==> config.mk <==
export PLATFORM = sky130hd
export DESIGN_NAME = prio_enc_cascade
export DESIGN_NICKNAME = d
export VERILOG_FILES = /design/src/rtl/prio_enc_pkg.sv /design/src/rtl/prio_find.sv /design/src/rtl/prio_bank.sv /design/src/rtl/prio_enc_cascade.sv
export SDC_FILE = /design/constraint.sdc
export NUM_CORES = 1
export LEC_CHECK = 0
export BUFFER_PORTS_ARGS = -buffer_cell sky130_fd_sc_hd__buf_2
export CAP_MARGIN = 10
export CORE_AREA = 3 3 40 42
export DETAILED_ROUTE_END_ITERATION = 10
export DIE_AREA = 0 0 43 45
export PLACE_DENSITY_LB_ADDON = 0.15
export SLEW_MARGIN = 0
export SYNTH_ARGS = -nofsm -noshare
export SYNTH_HDL_FRONTEND = slang
export SYNTH_SLANG_ARGS = --single-unit
==> constraint.sdc <==
create_clock -name vclk -period 1.4
set_input_delay 0.28 -clock vclk [all_inputs]
set_output_delay 0.28 -clock vclk [all_outputs]
set_load 0.02 [all_outputs]
==> src/rtl/prio_enc_pkg.sv <==
package prio_enc_pkg;

   typedef enum logic [0:0] {
      SCAN_ASCEND  = 1'b0,
      SCAN_DESCEND = 1'b1
   } scan_style_e;

   function automatic bit is_pow2(input int unsigned v);
      return (v != 0) && ((v & (v - 1)) == 0);
   endfunction

endpackage

==> src/rtl/prio_find.sv <==
module prio_find
   import prio_enc_pkg::*;
#(
   parameter int unsigned  WIDTH = 8,
   parameter scan_style_e  STYLE = SCAN_ASCEND,
   localparam int unsigned IDX_W = $clog2(WIDTH)
) (
   input  logic [WIDTH-1:0] req,
   output logic             any,
   output logic [IDX_W-1:0] idx
);

   if (!is_pow2(WIDTH) || WIDTH < 2) begin : g_bad_width
      $error("prio_find: WIDTH must be a power of two of at least 2");
   end

   assign any = |req;

   if (STYLE == SCAN_ASCEND) begin : g_ascend
      always_comb begin
         idx = '0;
         for (int i = 0; i < WIDTH; i++) begin
            if (req[i]) idx = IDX_W'(i);
         end
      end
   end else begin : g_descend
      always_comb begin
         logic hit;
         idx = '0;
         hit = 1'b0;
         for (int i = WIDTH - 1; i >= 0; i--) begin
            if (req[i] && !hit) begin
               idx = IDX_W'(i);
               hit = 1'b1;
            end
         end
      end
   end

endmodule

==> src/rtl/prio_bank.sv <==
module prio_bank
   import prio_enc_pkg::*;
#(
   parameter int unsigned  REQ_W = 8,
   parameter scan_style_e  STYLE = SCAN_ASCEND,
   localparam int unsigned CODE_W = $clog2(REQ_W)
) (
   input  logic              en_n,
   input  logic [REQ_W-1:0]  req_n,
   output logic [CODE_W-1:0] code_n,
   output logic              eo_n,
   output logic              gs_n
);

   logic              live;
   logic [CODE_W-1:0] win;

   prio_find #(
      .WIDTH (REQ_W),
      .STYLE (STYLE)
   ) u_find (
      .req (~req_n),
      .any (live),
      .idx (win)
   );

   always_comb begin
      code_n = '1;
      eo_n   = 1'b1;
      gs_n   = 1'b1;
      if (!en_n) begin
         if (live) begin
            code_n = ~win;
            gs_n   = 1'b0;
         end else begin
            eo_n   = 1'b0;
         end
      end
   end

endmodule

==> src/rtl/prio_enc_cascade.sv <==
module prio_enc_cascade
   import prio_enc_pkg::*;
#(
   parameter int unsigned  BANK_REQ   = 8,
   parameter int unsigned  BANK_COUNT = 2,
   parameter scan_style_e  STYLE      = SCAN_ASCEND,
   localparam int unsigned LOW_W      = $clog2(BANK_REQ),
   localparam int unsigned HIGH_W     = $clog2(BANK_COUNT),
   localparam int unsigned TOTAL_REQ  = BANK_REQ * BANK_COUNT,
   localparam int unsigned CODE_W     = LOW_W + HIGH_W
) (
   input  logic                 en_in_n,
   input  logic [TOTAL_REQ-1:0] req_n,
   output logic [CODE_W-1:0]    code_n,
   output logic                 en_out_n,
   output logic                 grp_n
);

   if (!is_pow2(BANK_COUNT) || BANK_COUNT < 2) begin : g_bad_count
      $error("prio_enc_cascade: BANK_COUNT must be a power of two of at least 2");
   end

   logic [BANK_COUNT:0]   chain_n;
   logic [LOW_W-1:0]      bank_code_n [BANK_COUNT];
   logic [BANK_COUNT-1:0] bank_gs_n;

   assign chain_n[BANK_COUNT] = en_in_n;

   for (genvar b = 0; b < BANK_COUNT; b++) begin : g_bank
      prio_bank #(
         .REQ_W (BANK_REQ),
         .STYLE (STYLE)
      ) u_bank (
         .en_n   (chain_n[b+1]),
         .req_n  (req_n[b*BANK_REQ +: BANK_REQ]),
         .code_n (bank_code_n[b]),
         .eo_n   (chain_n[b]),
         .gs_n   (bank_gs_n[b])
      );
   end

   always_comb begin
      logic [LOW_W-1:0]  low_n;
      logic [HIGH_W-1:0] bank_idx;
      low_n    = '1;
      bank_idx = '0;
      for (int b = 0; b < BANK_COUNT; b++) begin
         low_n = low_n & bank_code_n[b];
         if (!bank_gs_n[b]) bank_idx = bank_idx | HIGH_W'(b);
      end
      code_n = {~bank_idx, low_n};
   end

   assign en_out_n = chain_n[0];
   assign grp_n    = &bank_gs_n;

endmodule


# == Word level (Yosys, flattened, before mapping) ==
# Index checks and enable logic that the tools add are counted.
# classes
muxes,26
bitwise,5
reduce_logical,3
# op_table
operator,count
$mux 3,16
$not 8->8,2
$reduce_or 8->1,2
$mux 1,10
$not 3->3,2
$and 3x3->3,1
$reduce_and 2->1,1
# word_totals
ff_bits,0
in_bits,17
out_inout_bits,6
elab_cells,34

# == Logic depth before layout (Yosys ltp) ==
# depth
word_depth,12
ltp_mapped,4
ltp_nobuf,4

# == Hierarchy ==
# A second synthesis with hierarchy kept.
# hier_totals
hier_cells,55
hier_area_um2,295.3
# by_module_without_submodules
module,n_inst,cells_per_inst,area_per_inst_um2,seq_area_each_um2
prio_find,2,12,66.3,0.0
prio_bank,2,13,65.1,0.0
prio_enc_cascade,1,5,32.5,0.0

# == Least setup slack after synthesis ==
# No wires, ideal clock.
# synth_path
kind,input -> output
from,input req_n[6]
to,output code_n[2]
t_arrival_ns,0.969
t_required_ns,1.120
slack_ns,0.151
cell_stages,3
n_path_buf,0
cell_sequence,nand4_1 and2b_2 o21bai_1
# synth_via
elab_chain_len,7
word_cells_on_any_way,8
cone_classes,mux: 4; bitwise: 3; reduce/logical: 1
# synth_lines
element,line,rtl
start: declaration,prio_enc_cascade.sv:13,"input logic [TOTAL_REQ-1:0] req_n,"
$not 8->8 *,prio_bank.sv:22,".req (~req_n),"
$mux 3 (2 in series),prio_find.sv:23,if (req[i]) idx = IDX_W'(i);
$not 3->3,prio_bank.sv:33,code_n = ~win;
$mux 3 *,prio_bank.sv:32,if (live) begin
$mux 3 *,prio_bank.sv:31,if (!en_n) begin
$and 3x3->3 *,prio_enc_cascade.sv:48,low_n = low_n & bank_code_n[b];
end: declaration,prio_enc_cascade.sv:14,"output logic [CODE_W-1:0] code_n,"
# Every way passes the cells marked *; elsewhere a longest branch is shown, timed or not.

# == Worst setup path after layout ==
# layout_path
from,input req_n[15]
to,output code_n[1]
# layout_via
elab_chain_len,6
word_cells_on_any_way,10
cone_classes,mux: 6; bitwise: 3; reduce/logical: 1
# layout_lines
element,line
$not 8->8 *,prio_bank.sv:22
$reduce_or 8->1 / $mux 3 (equally long branches),"prio_find.sv:17, prio_find.sv:23"
$mux 1 / $not 3->3 (equally long branches),"prio_bank.sv:32, prio_bank.sv:33"
$mux 1 / $mux 3 (equally long branches),"prio_bank.sv:31, prio_bank.sv:32"
$mux 3,prio_bank.sv:31
$and 3x3->3 *,prio_enc_cascade.sv:48
# Marked as above.

==> results.txt <==
Synth cell types - 14
Slew headroom - 0.862
Synth Instances - 31
Post-route ant nets - 0
Share of cells above drive strength 1 - 0.593
Failing checks - setup timing
Power per cell area - 268 nW/µm²
Area occupied by registers - 0 µm²
Number of vias per cell - 4.45
Top cells by area, synth - a31oi_1 13%, o21ai_0 11%, nand2_1 9.9%, nand4_1 9.9%, o22a_1 9.3%
Maximum vdd drop - 76.1 µV
Setup violators final - 2
Hold Vio Cnt, Final - 0
Overflow after GRT - 0
Max Cap Viol - 0
Syn_nets - 48
Leak - 0.000207 µW
Routability Congestion - 0.555
Slack of the critical path - -0.111 ns
Worst-path fanout max - 3
Crit path from - req_n[15]
Most frequent cell after synthesis - nand2_1
Placed cell count - 74
Post-Layout Cell Count - 74
Die ar. - 1940 µm²
Minimum clock period - 1.51 ns
Hold Crit Depth - 3
Effective utilization at floorplan - 0.147
Post-route DRC - 0
Pin count of the biggest net entering global routing - 5
Synth cell count leaders - 5 x nand2_1, 4 x a31oi_1, 4 x inv_1, 4 x o21ai_0, 3 x nand4_1
Chip width - 43 µm
Hold Crit Start - en_in_n
Drt pass-1 iters - 4
ANT cells - 0
Data arrival, critical path - 1.23 ns
Layout area overhead - 130%
Fin. max-slew vios - 0
Outcome - finished with violations
Final Cycle Share - 1.08
Number of global-route vias before repair - 298
Die H - 45 µm
Share of the synthesized area in the top cell type - 0.132
Initial antenna violation count - 0
Syn avg cell area - 6.09 µm²
Cell area after synthesis - 189 µm²
Routed vias - 329
Routed wire length per instance - 9.46 µm
CP startpoint kind - input pin
RSZ-0062 raised after global routing - yes
Worst Path Class, Setup - input pin to output port
Required @ worst endpoint - 1.12 ns
Total negative slack - -0.200 ns
Clock buffers - 0
Cell Rows - 13
Syn. warnings - 0
FFs & Latches - 0
Sequential element share of the synthesized area - 0
Final net count - 78
Slew @ Worst Pin - 0.206 ns
Core box area - 1280 µm²
GRT Util Overall - 0.0697
Crit. End Element - output port
Hold Crit Class - input pin to output port
Biggest area consumer among synthesized cells - a31oi_1
Tot Pwr - 117 µW
Post-DP HPWL - 633 µm
Top Ports - 23
Overall routed net length - 700 µm
IO buf count - 23
Iter 0 DRT Violations - 1
First-pass GRT wire length - 1120 µm
Hold endpoint - code_n[2]
Fmax - 662 MHz
through the flow:
| step | worst slack, ns | util | hold slack, ns | instance area (µm²) |
|---|---|---|---|---|
| global route | -0.156 | 0.339 | 0.933 | 435 |
| floorplan | 0.151 | - | 0.748 | 189 |
| detailed placement | -0.0877 | 0.280 | 0.914 | 360 |
| global placement | -0.0977 | 0.280 | 0.915 | 360 |
| CTS | -0.0730 | 0.308 | 0.915 | 395 |
| finish | -0.111 | 0.339 | 0.901 | 435 |
layout make-up:
| cell class | count | area [µm²] |
|---|---|---|
| Fill cell | 149 | 850 |
| Inverter | 4 | 15.0 |
| Multi-Input combinational cell | 26 | 180 |
| Tap cell | 15 | 18.8 |
| Timing Repair Buffer | 29 | 221 |
placed cells by master, fill, tap and decap left out:
| master | Yosys | routed |
|---|---|---|
| a31oi_1 | 4 | 4 |
| and2_4 | 0 | 1 |
| and2b_2 | 1 | 1 |
| buf_2 | 0 | 12 |
| buf_4 | 1 | 8 |
| buf_6 | 0 | 9 |
| inv_1 | 4 | 4 |
| nand2_1 | 5 | 5 |
| nand4_1 | 3 | 3 |
| nand4_4 | 0 | 1 |
| nor2_1 | 1 | 1 |
| nor3_2 | 1 | 1 |
| o21ai_0 | 4 | 4 |
| o21ai_2 | 1 | 1 |
| o21bai_1 | 2 | 1 |
| o21bai_2 | 0 | 1 |
| o22a_1 | 2 | 2 |
logic make-up (layout without fill, tap and decap cells):
logic type | Yosys count | in the layout | synth area share
compound gates | 13 | 13 | 0.457
buf+inv | 5 | 33 | 0.119
simple gates | 13 | 13 | 0.424
worst max-delay path, cell delays in order:
cell and delay, ns:
buf_6 0.07, nand4_1 0.19, nor3_2 0.21, o21ai_2 0.10, o22a_1 0.22, buf_2 0.16
metal layers:
layer  global-route usage  up-vias  part of all wire
met4                    0        0                 0
met3                    0        0             0.070
met1               0.0976      144              0.40
met5                    0        -                 0
li1                     -      173                 -
met2                0.129       12              0.53
repair_timing:
item	CTS	global route
setup buffers	1	0
hold buffers	0	0
setup endpoints to repair	4	5
hold endpoints to repair	0	0
gates resized for setup	5	11
pin swaps	0	2
report_power, final:
part           total (µW)  leakage, µW  internal (µW)  switching [µW]
combinational         117     0.000207           66.4            50.3
sequential              0            0              0               0
clock                   0            0              0               0
total                 117     0.000207           66.4            50.3
how the worst max path moves through the flow:
stage / to / depth (start not counted)
after detailed placement: code_n[1] / 6
after global routing: code_n[1] / 6
after CTS: code_n[1] / 6
after floorplan: code_n[2] / 3
after global placement: code_n[1] / 5
final: code_n[1] / 6
Power figures use the tool's default switching activity.
